### src/rtl/bcd_cal_pkg.sv
package bcd_cal_pkg;

    typedef enum logic [1:0] {
        ST_HALT  = 2'd0,
        ST_COUNT = 2'd1,
        ST_WARN  = 2'd2
    } seq_state_e;

    localparam int FLD_W  = 8;
    localparam int N_FLD  = 6;
    localparam int TIME_W = FLD_W * N_FLD;

    // Field LSB positions inside the packed time bus
    localparam int SEC_LSB  = 0;
    localparam int MIN_LSB  = 8;
    localparam int HOUR_LSB = 16;
    localparam int DAY_LSB  = 24;
    localparam int MON_LSB  = 32;
    localparam int YEAR_LSB = 40;

    // Returns {wrapped, next}. The value wraps to base once it reaches top.
    function automatic logic [8:0] bcd_step(input logic [7:0] v,
                                            input logic [7:0] top,
                                            input logic [7:0] base);
        logic [7:0] n;
        logic       w;
        w = (v >= top);
        if (w)
            n = base;
        else if (v[3:0] >= 4'h9)
            n = {v[7:4] + 4'h1, 4'h0};
        else
            n = {v[7:4], v[3:0] + 4'h1};
        return {w, n};
    endfunction

    // Two-digit BCD year divisible by four
    function automatic logic is_leap(input logic [7:0] y);
        if (y[4])
            return (y[3:0] == 4'h2) || (y[3:0] == 4'h6);
        else
            return (y[3:0] == 4'h0) || (y[3:0] == 4'h4) || (y[3:0] == 4'h8);
    endfunction

    function automatic logic [7:0] month_last(input logic [7:0] m,
                                              input logic [7:0] y);
        logic [7:0] d;
        case (m)
            8'h02:                      d = is_leap(y) ? 8'h29 : 8'h28;
            8'h04, 8'h06, 8'h09, 8'h11: d = 8'h30;
            default:                    d = 8'h31;
        endcase
        return d;
    endfunction

endpackage

### src/rtl/bcd_cal_seq.sv
module bcd_cal_seq
    import bcd_cal_pkg::*;
#(
    parameter int TICKS_PER_SEC = 32768
) (
    input  logic clk,
    input  logic rst_n,
    input  logic run_i,
    input  logic tick_i,
    input  logic restart_i,
    output logic step_o,
    output logic busy_o,
    output logic running_o
);
    localparam int CW = (TICKS_PER_SEC > 2) ? $clog2(TICKS_PER_SEC) : 1;
    localparam logic [CW-1:0] LAST    = CW'(TICKS_PER_SEC - 1);
    localparam logic [CW-1:0] PRELAST = CW'(TICKS_PER_SEC - 2);

    seq_state_e    state, nxt;
    logic [CW-1:0] cnt;
    logic          adv;

    initial begin
        if (TICKS_PER_SEC < 2) $error("TICKS_PER_SEC must be at least 2");
    end

    always_ff @(posedge clk) begin
        if (!rst_n) state <= ST_HALT;
        else        state <= nxt;
    end

    always_comb begin
        nxt = state;
        if (restart_i)
            nxt = run_i ? ST_COUNT : ST_HALT;
        else if (!run_i)
            nxt = ST_HALT;
        else begin
            unique case (state)
                ST_HALT:  nxt = (cnt == LAST) ? ST_WARN : ST_COUNT;
                ST_COUNT: if (tick_i && cnt == PRELAST) nxt = ST_WARN;
                ST_WARN:  if (tick_i) nxt = ST_COUNT;
                default:  nxt = ST_HALT;
            endcase
        end
    end

    assign adv = run_i && tick_i && !restart_i && (state != ST_HALT);

    always_ff @(posedge clk) begin
        if (!rst_n || restart_i) cnt <= '0;
        else if (adv)            cnt <= (state == ST_WARN) ? '0 : cnt + 1'b1;
    end

    always_comb begin
        step_o    = adv && (state == ST_WARN);
        busy_o    = (state == ST_WARN);
        running_o = (state != ST_HALT);
    end

    // the warning state is only ever held on the last prescaler position
    p_warn_on_last_r4: assert property (@(posedge clk) disable iff (!rst_n)
        (state == ST_WARN) |-> (cnt == LAST));

endmodule

### src/rtl/bcd_cal_regs.sv
module bcd_cal_regs
    import bcd_cal_pkg::*;
(
    input  logic              clk,
    input  logic              rst_n,
    input  logic              step_i,
    input  logic              load_i,
    input  logic [TIME_W-1:0] load_val_i,
    output logic [TIME_W-1:0] time_o,
    output logic              ev_sec_o,
    output logic              ev_min_o,
    output logic              ev_hour_o,
    output logic              ev_day_o
);
    localparam logic [TIME_W-1:0] RESET_TIME = {8'h00, 8'h01, 8'h01, 8'h00, 8'h00, 8'h00};

    logic [7:0] sec, mins, hour, day, mon, yr;
    logic [7:0] n_s, n_m, n_h, n_d, n_mo, n_y;
    logic       w_s, w_m, w_h, w_d, w_mo, w_y;
    logic       c_m, c_h, c_d, c_mo, c_y;
    logic [TIME_W-1:0] nxt_time;

    assign sec  = time_o[SEC_LSB  +: 8];
    assign mins = time_o[MIN_LSB  +: 8];
    assign hour = time_o[HOUR_LSB +: 8];
    assign day  = time_o[DAY_LSB  +: 8];
    assign mon  = time_o[MON_LSB  +: 8];
    assign yr   = time_o[YEAR_LSB +: 8];

    always_comb begin
        {w_s,  n_s}  = bcd_step(sec,  8'h59, 8'h00);
        {w_m,  n_m}  = bcd_step(mins, 8'h59, 8'h00);
        {w_h,  n_h}  = bcd_step(hour, 8'h23, 8'h00);
        {w_d,  n_d}  = bcd_step(day,  month_last(mon, yr), 8'h01);
        {w_mo, n_mo} = bcd_step(mon,  8'h12, 8'h01);
        {w_y,  n_y}  = bcd_step(yr,   8'h99, 8'h00);
        c_m  = w_s;
        c_h  = c_m && w_m;
        c_d  = c_h && w_h;
        c_mo = c_d && w_d;
        c_y  = c_mo && w_mo;
        nxt_time = {c_y  ? n_y  : yr,
                    c_mo ? n_mo : mon,
                    c_d  ? n_d  : day,
                    c_h  ? n_h  : hour,
                    c_m  ? n_m  : mins,
                    n_s};
    end

    always_ff @(posedge clk) begin
        if (!rst_n) begin
            time_o    <= RESET_TIME;
            ev_sec_o  <= 1'b0;
            ev_min_o  <= 1'b0;
            ev_hour_o <= 1'b0;
            ev_day_o  <= 1'b0;
        end else if (load_i) begin
            time_o    <= load_val_i;
            ev_sec_o  <= 1'b0;
            ev_min_o  <= 1'b0;
            ev_hour_o <= 1'b0;
            ev_day_o  <= 1'b0;
        end else begin
            if (step_i) time_o <= nxt_time;
            ev_sec_o  <= step_i;
            ev_min_o  <= step_i && c_m;
            ev_hour_o <= step_i && c_h;
            ev_day_o  <= step_i && c_d;
        end
    end

    // a day rollover always comes with hour and minute rollovers
    p_day_with_hour_r6: assert property (@(posedge clk) disable iff (!rst_n)
        ev_day_o |-> (ev_hour_o && ev_min_o && ev_sec_o));

    // on a day event the hours have just wrapped to 00
    p_day_hour_zero_r6: assert property (@(posedge clk) disable iff (!rst_n)
        ev_day_o |-> (hour == 8'h00));

endmodule

### src/rtl/bcd_cal_alarm.sv
module bcd_cal_alarm
    import bcd_cal_pkg::*;
(
    input  logic              clk,
    input  logic              rst_n,
    input  logic              ld_i,
    input  logic [TIME_W-1:0] val_i,
    input  logic [TIME_W-1:0] time_i,
    input  logic              strobe_i,
    output logic              hit_o
);
    logic [TIME_W-1:0] alarm_q;

    always_ff @(posedge clk) begin
        if (!rst_n) begin
            alarm_q <= '0;
            hit_o   <= 1'b0;
        end else begin
            if (ld_i) alarm_q <= val_i;
            hit_o <= strobe_i && (time_i == alarm_q);
        end
    end

    // a hit only follows an update strobe
    p_hit_after_strobe_r11: assert property (@(posedge clk) disable iff (!rst_n)
        hit_o |-> $past(strobe_i));

    // a hit lasts a single cycle
    p_hit_single_r11: assert property (@(posedge clk) disable iff (!rst_n)
        hit_o |=> !hit_o);

endmodule

### src/rtl/bcd_cal_clock.sv
module bcd_cal_clock
    import bcd_cal_pkg::*;
#(
    parameter int TICKS_PER_SEC = 32768
) (
    input  logic        clk,
    input  logic        rst_n,
    input  logic        run_i,
    input  logic        tick_i,
    input  logic        time_ld_i,
    input  logic [47:0] time_val_i,
    input  logic        alarm_ld_i,
    input  logic [47:0] alarm_val_i,
    output logic [47:0] time_o,
    output logic        running_o,
    output logic        busy_o,
    output logic        ev_sec_o,
    output logic        ev_min_o,
    output logic        ev_hour_o,
    output logic        ev_day_o,
    output logic        alarm_hit_o
);
    logic step;

    bcd_cal_seq #(.TICKS_PER_SEC(TICKS_PER_SEC)) u_seq (
        .clk       (clk),
        .rst_n     (rst_n),
        .run_i     (run_i),
        .tick_i    (tick_i),
        .restart_i (time_ld_i),
        .step_o    (step),
        .busy_o    (busy_o),
        .running_o (running_o)
    );

    bcd_cal_regs u_regs (
        .clk        (clk),
        .rst_n      (rst_n),
        .step_i     (step),
        .load_i     (time_ld_i),
        .load_val_i (time_val_i),
        .time_o     (time_o),
        .ev_sec_o   (ev_sec_o),
        .ev_min_o   (ev_min_o),
        .ev_hour_o  (ev_hour_o),
        .ev_day_o   (ev_day_o)
    );

    bcd_cal_alarm u_alarm (
        .clk      (clk),
        .rst_n    (rst_n),
        .ld_i     (alarm_ld_i),
        .val_i    (alarm_val_i),
        .time_i   (time_o),
        .strobe_i (ev_sec_o),
        .hit_o    (alarm_hit_o)
    );

    // every update was preceded by a busy cycle
    p_update_after_busy_r4: assert property (@(posedge clk) disable iff (!rst_n)
        ev_sec_o |-> $past(busy_o));

    // a stopped clock keeps its time unless loaded
    p_frozen_when_halted_r2: assert property (@(posedge clk) disable iff (!rst_n)
        (!running_o && !time_ld_i) |=> $stable(time_o));

endmodule

### config.mk
export PLATFORM = sky130hd
export DESIGN_NAME = bcd_cal_clock
export DESIGN_NICKNAME = d
export VERILOG_FILES = /design/src/rtl/bcd_cal_pkg.sv /design/src/rtl/bcd_cal_seq.sv /design/src/rtl/bcd_cal_regs.sv /design/src/rtl/bcd_cal_alarm.sv /design/src/rtl/bcd_cal_clock.sv
export SDC_FILE = /design/constraint.sdc
export NUM_CORES = 1
export LEC_CHECK = 0
export BUFFER_PORTS_ARGS = -buffer_cell sky130_fd_sc_hd__buf_2
export CAP_MARGIN = 20
export CORE_UTILIZATION = 54
export DETAILED_ROUTE_END_ITERATION = 8
export GPL_ROUTABILITY_DRIVEN = 0
export MAX_ROUTING_LAYER = met4
export PLACE_DENSITY = 0.89
export SYNTH_ARGS = -nofsm -noshare
export SYNTH_HDL_FRONTEND = slang
export SYNTH_SLANG_ARGS = --single-unit
### constraint.sdc
create_clock -name clk -period 3.5 [get_ports clk]
set_clock_uncertainty 0.1 [all_clocks]
set_input_delay 0.525 -clock clk [delete_from_list [all_inputs] [get_ports clk]]
set_output_delay 0.525 -clock clk [all_outputs]
set_load 0.01 [all_outputs]
==> flow_summary.ini, run 1 <==
[outcome]
outcome = finished clean

[clock_tree]
tritoncts = built
cts_made_buffers = 17
cts_sinks = 118
clock_latency_ns = 0.43
clockBufferDepth = 2
clk_pin_slew_ns = 0.06
htreeDepth = 4
cts-root-buf = clkbuf_16

[sta]
worst_slew_pin_slew_ns = 0.9852
fin_ws_ns = 0.1004
period_share_pct = 97.13
timing.fmax_ghz = 0.2942
fin_crit_ns = 3.400
finalSetupViolCount = 0
hold_viol = 0
finalMaxSlewViolations = 0
relSlewSlack_pct = 34.32

[critical_path]
cp-start-kind = flop
arrival_ns = 3.62
path_max_fanout = 8
cp-end-kind = flop
critPathKind = flop to flop
critical_path_required_ns = 3.72

[synth]
synth.top_cells.by_area = dfxtp_1, mux2i_1, ha_1, nor2_1, xnor2_1
yosysUniqueCellTypes = 70
ys_async_sr_fraction_pct = 0
ys_seq_area_share_pct = 35.71
synth_area_leader_cell = dfxtp_1
synthCells = 761
synth_top_area_share_pct = 35.71
synthesis.nets = 902
synthTopCellsByCount = dfxtp_1, nor2_1, nand2_1
syn_area_per_cell_um2 = 8.693
synth-edff-count = 0
synth_ff_type = dfxtp_1
ys_seq_elements = 118
synth_area_mm2 = 0.006615
yosys_warnings = 0
synth_most_common_cell = dfxtp_1

[power]
p_int_mw = 2.889
fin_total_pwr_mw = 3.910
powerDensity_mw_per_mm2 = 476.8
power.leakage_nw = 3.647
pwr-share-clk_pct = 48.8
ir_drop_mv = 0.3210
swShare_pct = 26.11
seqPwrFrac_pct = 38.1
comb_power_share_pct = 13.1
p_sw_mw = 1.021

[floorplan]
core-area_mm2 = 0.01196
dieArea_mm2 = 0.01270
die_w_um = 112.7
io_pins = 157
start_util_pct = 55.30
rows = 40
die_y_um = 112.7

[global_route]
grt_pass1_wl_um = 31530
grt_start_max_net_pins = 54
first_global_vias = 6127
antenna_found_initial = 0
grt_overflow_total = 0
grt.total_usage_pct = 33.22

[layout]
fill_cells = 913
nNetsFinal = 1054
diodes = 0
drive_gt1_share_pct = 24.19
syn_to_final_growth_pct = 23.98

[place]
dpl.hpwl_um = 14590
pre_cts_slack_ns = 0.1534
portBuffers = 156

[detailed_routing]
drtIter0Drc = 584
postRouteWirelength_um = 20460
wire_per_inst_um = 19.07
vias = 6640
ant_nets = 0
drt_first_pass_iters = 5
via_per_inst = 6.188
route.detailed.drc = 0

[hold_path]
worst_hold_path_type = input pin to flop

[flow_run]
drv_cap = 0
power by group through the flow:
| stage | sequential, mW | combinational, mW | clock, mW |
|---|---|---|---|
| floorplan | 1.50 | 0.311 | 0 |
| global placement | 1.51 | 0.483 | 0 |
| detailed placement | 1.51 | 0.494 | 0 |
| CTS | 1.49 | 0.502 | 1.90 |
| global route | 1.49 | 0.557 | 1.98 |
| finish | 1.49 | 0.514 | 1.91 |
cell type report:
cell class / instances / area [um2] / share of cell area (%)
timing repair buffer: 174 / 915.9 / 11.17
multi-input combinational: 569 / 3964 / 48.33
clock inverter: 11 / 171.4 / 2.090
sequential: 118 / 2362 / 28.80
tap: 147 / 183.9 / 2.243
inverter: 33 / 123.9 / 1.510
clock buffer: 21 / 480.5 / 5.858
final timing paths:
check	from	to	slack (ns)	cells past startpoint
worst max-delay path	u_regs.time_o[36]	u_regs.time_o[36]	0.10	12
worst min-delay path	alarm_val_i[25]	u_alarm.alarm_q[25]	0.23	3
worst max register to register	u_regs.time_o[36]	u_regs.time_o[36]	0.10	12
worst min register to register	u_seq.cnt[6]	u_seq.cnt[6]	0.39	2
layout by cell type, fill, tap and decap left out, drive strengths merged, types with 27 or more instances in the layout:
| cell | netlist | final |
|---|---|---|
| mux2i | 52 | 52 |
| ha | 39 | 39 |
| nand2 | 53 | 53 |
| a21oi | 29 | 29 |
| inv | 33 | 33 |
| xor2 | 27 | 27 |
| xnor2 | 33 | 33 |
| dfxtp | 118 | 118 |
| buf | 19 | 174 |
| nor2 | 96 | 96 |
layer usage:
metal | global-route usage [%] | vias up | part of all wire, %
met1 | 38.41 | 3100 | 39
li1 | - | 3032 | -
met3 | 8.585 | 95 | 9.5
met2 | 52.80 | 413 | 47
met5 | - | - | 0
met4 | 17.78 | 0 | 4.7
through the flow:
stage | TNS [ns] | util (%) | std cells | hold slack, ns | area (um2)
detailed placement | 0 | 62.92 | 1039 | 0.3809 | 7526
CTS | 0 | 68.37 | 1071 | 0.2336 | 8178
floorplan | 0 | - | 761 | 0.3470 | 6615
finish | 0 | 68.57 | 1073 | 0.2285 | 8202
global placement | 0 | 62.92 | 1039 | 0.3640 | 7526
global route | -0.03558 | 68.57 | 1073 | 0.2324 | 8202
registers in the layout, summed over array words and instances, names as in the netlist:
register,flops
u_alarm.alarm_q,48
u_alarm.hit_o,1
u_regs.ev_day_o,1
u_regs.ev_hour_o,1
u_regs.ev_min_o,1
u_regs.ev_sec_o,1
u_regs.time_o,48
u_seq.cnt,15
u_seq.state,2
critical path, cell delays in order (launching register included):
cell      delay [ns]
dfxtp_1         0.39
inv_1           0.09
ha_1            0.16
nor2b_1         0.18
nand4_1         0.18
a311oi_1        0.33
a21oi_1         0.08
ha_1            0.27
or4b_1          0.49
and3_4          0.24
nor2_2          0.31
nor4_1          0.15
o221a_2         0.32
cell families after synthesis:
family                   after synthesis  share of synthesized area (%)
AO/OA/AOI/OAI                        155                          16.93
XOR/XNOR                              60                          7.944
adder cells (fa/ha/maj)               39                          7.377
buffers and inverters                 74                          4.502
flip-flops                           118                          35.71
multiplexers                          53                          8.039
AND/OR/NAND/NOR                      262                          19.50
what timing repair did:
action                                 in CTS  in global routing
gates resized for setup                     0                  3
hold buffers                                0                  0
endpoints found under the hold margin       0                  0
buffers inserted                            0                  2
setup endpoints to repair                   0                 13
Power figures use the tool's default switching activity.
==> inputs of run 2 (changes only) <==
Settings changed: CORE_UTILIZATION 54 to 56, CTS_BUF_LIST from default to sky130_fd_sc_hd__clkbuf_4 sky130_fd_sc_hd__clkbuf_8, PLACE_DENSITY 0.89 to 0.92.
==> flow_summary.ini, run 2 (synthesis results as in run 1) <==
[sta]
timing.fmax_ghz = 0.3025
hold_viol = 0
period_share_pct = 94.47
finalSetupViolCount = 0
finalMaxSlewViolations = 0
worst_slew_pin_slew_ns = 0.9830
fin_crit_ns = 3.306
fin_setup_tns_ns = 0
rsz0062_at_grt = no
relSlewSlack_pct = 33.86
fin_ws_ns = 0.1937

[power]
power.leakage_nw = 3.545
powerDensity_mw_per_mm2 = 425.4
ir_drop_mv = 0.2507

[layout]
multi_input_area_mm2 = 0.003969
layout_commonest_cell = buf_2
register_area_mm2 = 0.002362
fin_util_pct = 69.55
nNetsFinal = 1050
drive_gt1_share_pct = 23.86
syn_to_final_growth_pct = 20.56
final_cell_mix = buf_2, dfxtp_1, nor2_1
top_regs = u_alarm.alarm_q x48, u_regs.time_o x48, u_seq.cnt x15
fill_cells = 817

[critical_path]
path_max_fanout = 7
critical_path_required_ns = 3.77
cp-end-kind = flop
critPathKind = flop to flop
cp-start-kind = flop
arrival_ns = 3.58

[outcome]
outcome = finished clean

[global_route]
grt_pass1_wl_um = 32860
grt_start_max_net_pins = 49
grt_overflow_total = 0
antenna_found_initial = 1
grt.total_usage_pct = 34.96
first_global_vias = 6379

[detailed_routing]
route.detailed.drc = 0
via_per_inst = 6.310
drtIter0Drc = 689
postRouteWirelength_um = 20950
wire_per_inst_um = 19.66
vias = 6726
ant_nets = 0
drt_first_pass_iters = 7

[floorplan]
die_w_um = 110.7
core-area_mm2 = 0.01147
die_y_um = 110.7
io_pins = 157
rows = 39
dieArea_mm2 = 0.01225
start_util_pct = 57.69

[clock_tree]
htreeDepth = 4
tritoncts = built
cts_made_buffers = 17
cts-root-buf = clkbuf_8
clockBufferDepth = 2
cts_sinks = 118
clk_pin_slew_ns = 0.09
hold_buffers = 0
clock_latency_ns = 0.45

[place]
pre_cts_slack_ns = 0.1670
portBuffers = 156
dpl.hpwl_um = 14390

[hold_path]
worst_hold_path_type = input pin to flop

[flow_run]
drv_cap = 0
## run 2: cell types whose count changed in the layout (fill, tap and decap cells not counted)
cell,previous run,this run
diode_2,0,1
clkinv_2,1,0
nor2_4,0,1
clkbuf_8,4,20
clkbuf_16,17,0
bufinv_16,4,3
inv_6,0,4
clkinv_4,1,2
buf_12,0,1
clkinvlp_4,5,3
nor2_2,1,0
buf_4,18,13
## run 2: final timing paths
| check | cells after the start | to | start | slack [ns] |
|---|---|---|---|---|
| worst max-delay path | 12 | u_regs.time_o[45] | u_regs.time_o[36] | 0.19 |
| worst min-delay path | 3 | u_alarm.alarm_q[44] | alarm_val_i[44] | 0.21 |
| worst min register to register | 2 | u_seq.cnt[6] | u_seq.cnt[6] | 0.40 |
| worst max register to register | 12 | u_regs.time_o[45] | u_regs.time_o[36] | 0.19 |
## run 2: final cells by class
| cell class | instances | share of cell area, % |
|---|---|---|
| clock buffers | 20 | 3.452 |
| flip-flops and latches | 118 | 29.62 |
| well taps | 143 | 2.243 |
| repair buffers | 170 | 11.26 |
| diodes | 1 | 0.03138 |
| multi-input cells | 569 | 49.76 |
| inverters | 33 | 1.553 |
| clock inverters | 12 | 2.071 |
## run 2: critical path: stages, from the launching register on
cell and delay [ns]:
dfxtp_1 0.39, inv_1 0.09, ha_1 0.15, nor2b_1 0.18, nand4_1 0.16, a311oi_1 0.29
a21oi_1 0.07, ha_1 0.26, or4b_1 0.50, and3_4 0.25, or2_1 0.32, nand4_1 0.24
mux2i_1 0.24
## run 2: metal layers
| metal | share of wire [%] | GRT usage [%] |
|---|---|---|
| met4 | 5.3 | 17.60 |
| met2 | 47 | 55.78 |
| met3 | 9.8 | 9.623 |
| met1 | 38 | 40.36 |
| met5 | 0 | - |
## run 2: power by group
group          internal [mW]  leakage (nW)  switching [mW]
Sequential              1.40         0.966          0.0858
Combinational          0.221          2.37           0.299
Clock                  0.772         0.213           0.613
## run 2: metrics by stage
step	hold WS (ns)	power (mW)	area [um2]	instances
after global placement	0.3675	1.989	7511	1032
after floorplan	0.3470	1.808	6615	761
after detailed placement	0.3755	2.006	7511	1032
after global routing	0.1979	3.511	7975	1066
after CTS	0.2094	3.375	7951	1064
final	0.2122	3.393	7975	1066
## run 2: repair_timing
item | in CTS | in global routing
gates resized for setup | 0 | 4
setup endpoints to repair | 0 | 19
buffers inserted | 0 | 1
